==> config.mk <==
export PLATFORM = sky130hd
export DESIGN_NAME = quad_dma_ctrl
export DESIGN_NICKNAME = d
export VERILOG_FILES = /design/src/rtl/qdma_pkg.sv /design/src/rtl/qdma_chan.sv /design/src/rtl/qdma_prio.sv /design/src/rtl/qdma_seq.sv /design/src/rtl/quad_dma_ctrl.sv
export SDC_FILE = /design/constraint.sdc
export NUM_CORES = 1
export LEC_CHECK = 0
export ABC_CLOCK_PERIOD_IN_PS = 5950
export BUFFER_PORTS_ARGS = -buffer_cell sky130_fd_sc_hd__buf_2
export CORE_MARGIN = 3
export CORE_UTILIZATION = 58
export CTS_BUF_LIST = sky130_fd_sc_hd__clkbuf_8
export DETAILED_ROUTE_END_ITERATION = 7
export HOLD_SLACK_MARGIN = 0.02
export PLACE_DENSITY = 0.79
export SLEW_MARGIN = 20
export SYNTH_ARGS = -nofsm -noshare
export SYNTH_HDL_FRONTEND = slang
export SYNTH_SLANG_ARGS = --single-unit
==> constraint.sdc <==
create_clock -name clk -period 5.95 [get_ports clk]
set_clock_uncertainty 0.1 [all_clocks]
set_input_delay 1.19 -clock clk [delete_from_list [all_inputs] [get_ports clk]]
set_output_delay 1.19 -clock clk [all_outputs]
set_load 0.01 [all_outputs]
==> src/rtl/qdma_pkg.sv <==
package qdma_pkg;

    // Transfer kind carried in the two top bits of a count register
    typedef enum logic [1:0] {
        XK_VERIFY  = 2'b00,
        XK_WRITE   = 2'b01,
        XK_READ    = 2'b10,
        XK_ILLEGAL = 2'b11
    } xfer_kind_e;

    // Bus sequencer states
    typedef enum logic [1:0] {
        SQ_IDLE = 2'd0,
        SQ_WAIT = 2'd1,
        SQ_MOVE = 2'd2
    } seq_state_e;

    // Per-cycle bus beat description
    typedef struct packed {
        logic active;
        logic rd;
        logic wr;
        logic tc;
    } bus_beat_t;

    function automatic xfer_kind_e kind_of(input logic [1:0] bits);
        return xfer_kind_e'(bits);
    endfunction

    function automatic logic kind_ok(input xfer_kind_e k);
        return k != XK_ILLEGAL;
    endfunction

endpackage

==> src/rtl/qdma_chan.sv <==
module qdma_chan
    import qdma_pkg::*;
#(
    parameter int W = 16
) (
    input  logic         clk,
    input  logic         rst,
    input  logic         ld_addr,
    input  logic         ld_cnt,
    input  logic         step,
    input  logic [W-1:0] wdata,
    output logic [W-1:0] addr_o,
    output logic [W-1:0] cnt_o,
    output xfer_kind_e   kind_o,
    output logic         last_o
);
    localparam int LW = W - 2;   // width of the count field

    logic [W-1:0] addr_q;
    logic [W-1:0] cnt_q;

    // a running transfer takes precedence over a software load
    always_ff @(posedge clk) begin
        if (rst) begin
            addr_q <= '0;
            cnt_q  <= '0;
        end else begin
            if (step)         addr_q <= addr_q + 1'b1;
            else if (ld_addr) addr_q <= wdata;

            if (step)         cnt_q <= {cnt_q[W-1:LW], cnt_q[LW-1:0] - 1'b1};
            else if (ld_cnt)  cnt_q <= wdata;
        end
    end

    assign addr_o = addr_q;
    assign cnt_o  = cnt_q;
    assign kind_o = kind_of(cnt_q[W-1:LW]);
    assign last_o = (cnt_q[LW-1:0] == '0);

    p_addr_step_r7: assert property (@(posedge clk) disable iff (rst)
        step |=> addr_q == W'($past(addr_q) + 1'b1));

    p_kind_kept_r8: assert property (@(posedge clk) disable iff (rst)
        step |=> cnt_q[W-1:LW] == $past(cnt_q[W-1:LW]));

    p_count_down_r8: assert property (@(posedge clk) disable iff (rst)
        step |=> cnt_q[LW-1:0] == LW'($past(cnt_q[LW-1:0]) - 1'b1));

endmodule

==> src/rtl/qdma_prio.sv <==
module qdma_prio #(
    parameter int N = 4,
    localparam int IW = (N > 1) ? $clog2(N) : 1
) (
    input  logic [N-1:0]  req,
    output logic [IW-1:0] idx,
    output logic          any
);
    // scan from the top so the lowest set index is the last to win
    always_comb begin
        idx = '0;
        for (int i = N - 1; i >= 0; i--) begin
            if (req[i]) idx = IW'(i);
        end
    end

    assign any = |req;

endmodule

==> src/rtl/qdma_seq.sv <==
module qdma_seq
    import qdma_pkg::*;
#(
    parameter int N = 4,
    localparam int IW = (N > 1) ? $clog2(N) : 1
) (
    input  logic          clk,
    input  logic          rst,
    input  logic [N-1:0]  pend,
    input  logic          hlda,
    output logic          hold,
    output logic          move,
    output logic [IW-1:0] ch
);
    seq_state_e    state_q;
    logic [IW-1:0] pick;
    logic          any_pend;

    qdma_prio #(.N(N)) u_prio (
        .req (pend),
        .idx (pick),
        .any (any_pend)
    );

    always_ff @(posedge clk) begin
        if (rst) begin
            state_q <= SQ_IDLE;
            ch      <= '0;
        end else begin
            unique case (state_q)
                SQ_IDLE: if (any_pend) state_q <= SQ_WAIT;
                SQ_WAIT: begin
                    if (hlda) begin
                        if (any_pend) begin
                            state_q <= SQ_MOVE;
                            ch      <= pick;
                        end else begin
                            state_q <= SQ_IDLE;
                        end
                    end
                end
                SQ_MOVE: state_q <= SQ_WAIT;
                default: state_q <= SQ_IDLE;
            endcase
        end
    end

    assign hold = (state_q != SQ_IDLE);
    assign move = (state_q == SQ_MOVE);

    p_move_needs_grant_r3: assert property (@(posedge clk) disable iff (rst)
        move |-> $past(hlda) && $past(hold));

    p_release_when_empty_r3: assert property (@(posedge clk) disable iff (rst)
        (state_q == SQ_WAIT && hlda && !any_pend) |=> !hold);

    p_gap_between_moves_r4: assert property (@(posedge clk) disable iff (rst)
        move |=> !move);

    p_lowest_first_r10: assert property (@(posedge clk) disable iff (rst)
        (state_q == SQ_WAIT && hlda && pend[0]) |=> (move && ch == '0));

endmodule

==> src/rtl/quad_dma_ctrl.sv <==
module quad_dma_ctrl
    import qdma_pkg::*;
#(
    parameter int NCH = 4,
    parameter int W   = 16,
    localparam int RSW = $clog2(2 * NCH + 2)
) (
    input  logic           clk,
    input  logic           rst,
    input  logic [RSW-1:0] cfg_sel,
    input  logic           cfg_wr,
    input  logic           cfg_rd,
    input  logic [W-1:0]   cfg_wdata,
    output logic [W-1:0]   cfg_rdata,
    input  logic [NCH-1:0] dreq,
    input  logic           hlda,
    output logic           hold,
    output logic [NCH-1:0] dack,
    output logic [W-1:0]   bus_addr,
    output logic           mem_rd,
    output logic           mem_wr,
    output logic           tc_pulse
);
    localparam int CHW = (NCH > 1) ? $clog2(NCH) : 1;
    localparam logic [RSW-1:0] SEL_MODE = RSW'(2 * NCH);
    localparam logic [RSW-1:0] SEL_STAT = RSW'(2 * NCH + 1);

    logic [W-1:0]   addr_a [NCH];
    logic [W-1:0]   cnt_a  [NCH];
    xfer_kind_e     kind_a [NCH];
    logic [NCH-1:0] last_v;
    logic [NCH-1:0] pend;
    logic [NCH-1:0] mode_q, mode_nx;
    logic [NCH-1:0] stat_q, stat_nx;
    logic           move;
    logic [CHW-1:0] ch;
    bus_beat_t      beat;

    // ---------------- channel register pairs ----------------
    for (genvar g = 0; g < NCH; g++) begin : g_chan
        qdma_chan #(.W(W)) u_chan (
            .clk     (clk),
            .rst     (rst),
            .ld_addr (cfg_wr && cfg_sel == RSW'(g)),
            .ld_cnt  (cfg_wr && cfg_sel == RSW'(NCH + g)),
            .step    (move && ch == CHW'(g)),
            .wdata   (cfg_wdata),
            .addr_o  (addr_a[g]),
            .cnt_o   (cnt_a[g]),
            .kind_o  (kind_a[g]),
            .last_o  (last_v[g])
        );
        assign pend[g] = dreq[g] && mode_q[g] && kind_ok(kind_a[g]);
    end

    // ---------------- bus sequencer ----------------
    qdma_seq #(.N(NCH)) u_seq (
        .clk  (clk),
        .rst  (rst),
        .pend (pend),
        .hlda (hlda),
        .hold (hold),
        .move (move),
        .ch   (ch)
    );

    always_comb begin
        beat.active = move;
        beat.rd     = move && (kind_a[ch] == XK_READ);
        beat.wr     = move && (kind_a[ch] == XK_WRITE);
        beat.tc     = move && last_v[ch];
    end

    always_comb begin
        dack = '0;
        if (beat.active) dack[ch] = 1'b1;
    end

    assign bus_addr = beat.active ? addr_a[ch] : '0;
    assign mem_rd   = beat.rd;
    assign mem_wr   = beat.wr;
    assign tc_pulse = beat.tc;

    // ---------------- shared enable and completion registers ----------------
    always_comb begin
        mode_nx = mode_q;
        if (cfg_wr && cfg_sel == SEL_MODE) mode_nx = cfg_wdata[NCH-1:0];
        if (beat.tc) mode_nx[ch] = 1'b0;

        stat_nx = stat_q;
        if (cfg_rd && cfg_sel == SEL_STAT) stat_nx = '0;
        if (beat.tc) stat_nx[ch] = 1'b1;
    end

    always_ff @(posedge clk) begin
        if (rst) begin
            mode_q <= '0;
            stat_q <= '0;
        end else begin
            mode_q <= mode_nx;
            stat_q <= stat_nx;
        end
    end

    // ---------------- register read mux ----------------
    always_comb begin
        cfg_rdata = '0;
        for (int i = 0; i < NCH; i++) begin
            if (cfg_sel == RSW'(i))       cfg_rdata = addr_a[i];
            if (cfg_sel == RSW'(NCH + i)) cfg_rdata = cnt_a[i];
        end
        if (cfg_sel == SEL_MODE) cfg_rdata[NCH-1:0] = mode_q;
        if (cfg_sel == SEL_STAT) cfg_rdata[NCH-1:0] = stat_q;
    end

    // ---------------- assertions ----------------
    p_single_dack_r4: assert property (@(posedge clk) disable iff (rst)
        $onehot0(dack));

    p_dack_under_hold_r4: assert property (@(posedge clk) disable iff (rst)
        (|dack) |-> hold);

    p_strobe_exclusive_r5: assert property (@(posedge clk) disable iff (rst)
        !(mem_rd && mem_wr));

    p_strobe_needs_dack_r5: assert property (@(posedge clk) disable iff (rst)
        (mem_rd || mem_wr) |-> (|dack));

    p_tc_sets_flag_r9: assert property (@(posedge clk) disable iff (rst)
        tc_pulse |=> stat_q[$past(ch)]);

    p_tc_disables_r9: assert property (@(posedge clk) disable iff (rst)
        (tc_pulse && !(cfg_wr && cfg_sel == SEL_MODE)) |=> !mode_q[$past(ch)]);

    p_status_clear_r11: assert property (@(posedge clk) disable iff (rst)
        (cfg_rd && cfg_sel == SEL_STAT && !tc_pulse) |=> stat_q == '0);

    p_disabled_no_hold_r12: assert property (@(posedge clk) disable iff (rst)
        (!hold && mode_q == '0 && !(cfg_wr && cfg_sel == SEL_MODE)) |=> !hold);

endmodule

After elaboration in Yosys (flattened, before gate mapping)
Cells that the tools add are included.
- flip-flop bits (word level): 140
- input bits: 29
- word-level logic and storage cells: 156
- add/sub/neg operators: 8
- magnitude comparators: 3
- equality and inequality tests: 22
- multiplexer cells: 50
- bitwise operators: 8
- reduce and logical (&&, ||, !) cells: 49
- operator list (kind ; count):
    $mux 16 ; 19
    $mux 14 ; 8
    $add 16x1->16 const B ; 4
    $logic_not 14->1 ; 4
    $sub 14x1->14 const B ; 4
    $bmux 16 s2 ; 1
    $mux 4 ; 7
    $logic_and 1x1->1 ; 26
    $mux 2 ; 9
    $reduce_bool 2->1 ; 9
    $eq 4x3->1 const B ; 4
    $ne 2x2->1 const B ; 5
    $reduce_and 2->1 ; 5
    $eq 2x2->1 const B ; 4
    $eq 4x2->1 const B ; 2
    $eq 4x4->1 const B ; 2
    $eq 2x1->1 const B ; 3
    $pmux 2 s3 ; 1
    $and 4x4->4 ; 1
    $bmux 2 s2 ; 1
    $eq 4x1->1 const B ; 1
    $logic_not 2->1 ; 2
    $logic_not 4->1 ; 1
    $not 1->1 ; 4
    other kinds (12) ; 13

Longest topological paths before layout
- word-level depth: 11
- gate-level depth with buffers: 10
- depth with buffers taken out: 7

Modules after synthesis
A second synthesis with hierarchy kept.
- cell total of the unflattened synthesis: 1219
- area, all modules: 9839.4 um2
- by module, submodules not included (module ; times used ; cells an instance ; area each (um2) ; sequential area each (um2)):
    qdma_chan ; 4 ; 236 ; 1835.5 ; 640.6
    quad_dma_ctrl ; 1 ; 251 ; 2283.4 ; 160.2
    qdma_seq ; 1 ; 17 ; 178.9 ; 80.1
    qdma_prio ; 1 ; 7 ; 35.0 ; 0.0

Worst setup path before layout
No wires, ideal clock.
- kind: input port to output port
- from: in cfg_sel[1]
- to: out cfg_rdata[12]
- arrival time: 2.592 ns
- slack: 2.068 ns
- cell stages on the path: 7
- buffers on the path: 3
- cell sequence: buf_2 -> clkbuf_1 -> clkbuf_1 -> a22oi_1 -> o22ai_1 -> a21oi_1 -> o21ai_0
- longest elaborated chain between the ends: 9
- ends and longest elaborated chain (element ; RTL line ; RTL):
    start, declared ; quad_dma_ctrl.sv:10 ; input logic [RSW-1:0] cfg_sel,
    $logic_not 4->1 ; quad_dma_ctrl.sv:109 ; if (cfg_sel == RSW'(i)) cfg_rdata = addr_a[i];
    $mux 16 ; quad_dma_ctrl.sv:109 ;
    $mux 16 ; quad_dma_ctrl.sv:110 ; if (cfg_sel == RSW'(NCH + i)) cfg_rdata = cnt_a[i];
    $mux 16 ; quad_dma_ctrl.sv:109 ;
    $mux 16 ; quad_dma_ctrl.sv:110 ;
    $mux 16 ; quad_dma_ctrl.sv:109 ;
    $mux 16 ; quad_dma_ctrl.sv:110 ;
    $mux 16 ; quad_dma_ctrl.sv:109 ;
    $mux 16 * ; quad_dma_ctrl.sv:110 ;
    end, declared ; quad_dma_ctrl.sv:14 ; output logic [W-1:0] cfg_rdata,
Mark *: on every way between the ends. The rest lies on a longest branch, timed or not.

Worst setup path after layout
- from: in cfg_sel[0]
- to: out cfg_rdata[5]
The elaborated chain is that of the path after synthesis.

==> out/qor.txt <==
Status: finished, final reports clean
CTS tree: yes
# DRC: 0
Worst setup SP type: primary input
Seq. cell area: 2800 um2
Avg Cell Area, Syn: 7.73 um2
Area of the multi-input gates: 5980 um2
Final Slew Violations: 0
Compound-Gate Fraction of Synth Area: 0.255
Post-CTS resize count: 0
Cell Area, Placed: 9580 um2
Fmax: 213 MHz
CP Data Arrival Time: 3400 ps
CTS sink count: 140
Synth Area in Adders: 0.0162
Fin util: 0.646
Post-synth EDFFs: 0
Post-layout minimum cycle time: 4690 ps
Yosys reg bits: 140
Worst-Skew Late Latency: 470 ps
Drt first pass iters: 8
Synthesized instance count: 1,199
Largest net degree at the start of global routing: 69
YS warnings: 0
Largest area contributor in the netlist: dfxtp_1
Synth Area in Simple Gates: 0.276
Cts hold-fix bufs: 0
Multiplexer area fraction after synthesis: 0.0864
Post-synth top cells: nand2_1, dfxtp_1, nor2_1
Largest family of logic cells by synthesized area: simple AND/OR/NAND/NOR gates
CTS root buf: clkbuf_8
Overflow after GRT: 0
Ys flop type: dfxtp_1
Nets: 1,247
Worst R2R Setup Slack: 2960 ps
Post-CTS Setup Inserts: 0
Wire per inst: 25.8 um
CP required: 4660 ps
Power Density: 198 nW/um2
IO buf count: 68
First-pass GRT wire length: 55.7 mm
Overall power: 0.00198 W
Seq/Total Area, Yosys: 0.302
Leakage: 3.42 nW
Chip width: 132 um
Top-count cell post-synth: nand2_1
Fill count: 1,444
Final Hold Viols: 0
Ant diodes: 0
Vias: 10,300
Post-synth top area share: 0.302
DR vias/cell: 7.18
Worst-path clk slew: 70 ps
Number of DRC markers in iteration 0: 1,568
Worst slew margin: 0.424
Area delta synth->final: 7.54%
H-Tree Depth: 4
Setup tns final: 0 ps
Yosys cell types: 76
Slew of the pin with the lowest slew margin: 857 ps
Initial antenna violation count: 0
Vias in the first global route: 9,078
Post-DP HPWL: 26.0 mm
CTS Buf Count: 17
Worst setup EP type: primary output
VDD IR max: 0.234 mV
ANT nets after route: 0
Crit path kind: in -> out
Standard-cell rows: 45
Max-cap violation count: 0
Max clock buf depth: 2
Syn Std Cell Area: 9270 um2
Final Cycle Share: 0.789
Tot GR Track Use: 0.414
HP Class: reg -> reg
Share of layout cells above drive strength 1: 0.135
Initial Util: 0.601
Ports: 69
Gpl congestion: 1.04
Post-synth ARST share: 0
Die area: 17,500 um2
CP Max Fanout: 25
Setup violators final: 0
Synth Net Count: 1,240
Unrepaired setup endpoints after global routing: false
Main area contributors after synthesis: dfxtp_1, mux4_2, nand2_1
Cell area after layout: 9970 um2
Core Region: 15,400 um2
Die H: 132 um
Drt total wl: 36.9 mm
Post-Synth XOR/XNOR Area: 0.0113
-- routing by layer --
metal	global-route usage	wire length (um)	vias up
li1	-	-	4567
met1	0.558	13900	4749
met2	0.592	15300	795
met3	0.109	5020	155
met4	0.254	2680	0
met5	0	0	-
-- metrics by stage --
stage	instances	worst slack, ps	hold slack (ps)
5_1_grt	1430	1160	402
6_report	1430	1260	364
4_1_cts	1430	1380	362
3_3_place_gp	1398	1400	339
3_5_place_dp	1398	1380	346
2_1_floorplan	1199	2070	325
-- cells in the final DEF, fill, tap and decap left out, types with 21 or more instances in the layout --
| cell | n |
|---|---|
| nor4_1 | 25 |
| dfxtp_1 | 140 |
| nor3_1 | 66 |
| nor2_1 | 114 |
| a211oi_1 | 54 |
| a21oi_1 | 93 |
| buf_2 | 67 |
| nor2b_1 | 24 |
| nand3_1 | 58 |
| mux4_2 | 24 |
| o21ai_0 | 54 |
| nand2_1 | 143 |
| and3_1 | 21 |
-- worst paths after layout --
kind / startpoint / to / cells after the start
min: stat_q[0] / stat_q[0] / 2
min reg2reg: stat_q[0] / stat_q[0] / 2
max: cfg_sel[0] / cfg_rdata[5] / 7
max reg2reg: u_seq.ch[1] / g_chan[3].u_chan.cnt_o[12] / 8
-- report_power, final --
| group | total [W] | internal [W] | switching [W] |
|---|---|---|---|
| Combinational | 0.000210 | 0.0000645 | 0.000146 |
| Clock | 0.000789 | 0.000383 | 0.000406 |
| Sequential | 0.000978 | 0.000950 | 0.0000281 |
-- final cells by class --
class,count,share of cell area
inverters,21,0.00790
flip-flops and latches,140,0.281
clock buffers,18,0.0248
repair buffers,83,0.0457
well taps,211,0.0265
clock inverters,14,0.0144
multi-input cells,943,0.600
-- state kept, by name, summed over array words and instances (netlist names) --
register and cells:
g_chan.u_chan.addr_o 64, g_chan.u_chan.cnt_o 64, mode_q 4, stat_q 4, u_seq.ch 2, u_seq.state_q 2
-- logic make-up (layout without fill, tap and decap cells) --
| group | Yosys count | count (layout) |
|---|---|---|
| and+or+nand+nor | 519 | 519 |
| AOI/OAI and AO/OA | 352 | 352 |
| DFF | 140 | 140 |
| buffers and inverters | 116 | 136 |
| muxes | 48 | 48 |
| adders and majority gates | 12 | 12 |
| xor gates and xnor gates | 12 | 12 |
-- worst max-delay path, stage by stage --
cell and delay (ps):
buf_2 450, buf_4 400, and2_1 510, nand2_1 270, o22ai_1 270, nor3_1 100, buf_2 180
(Power assumes the default switching activity.)
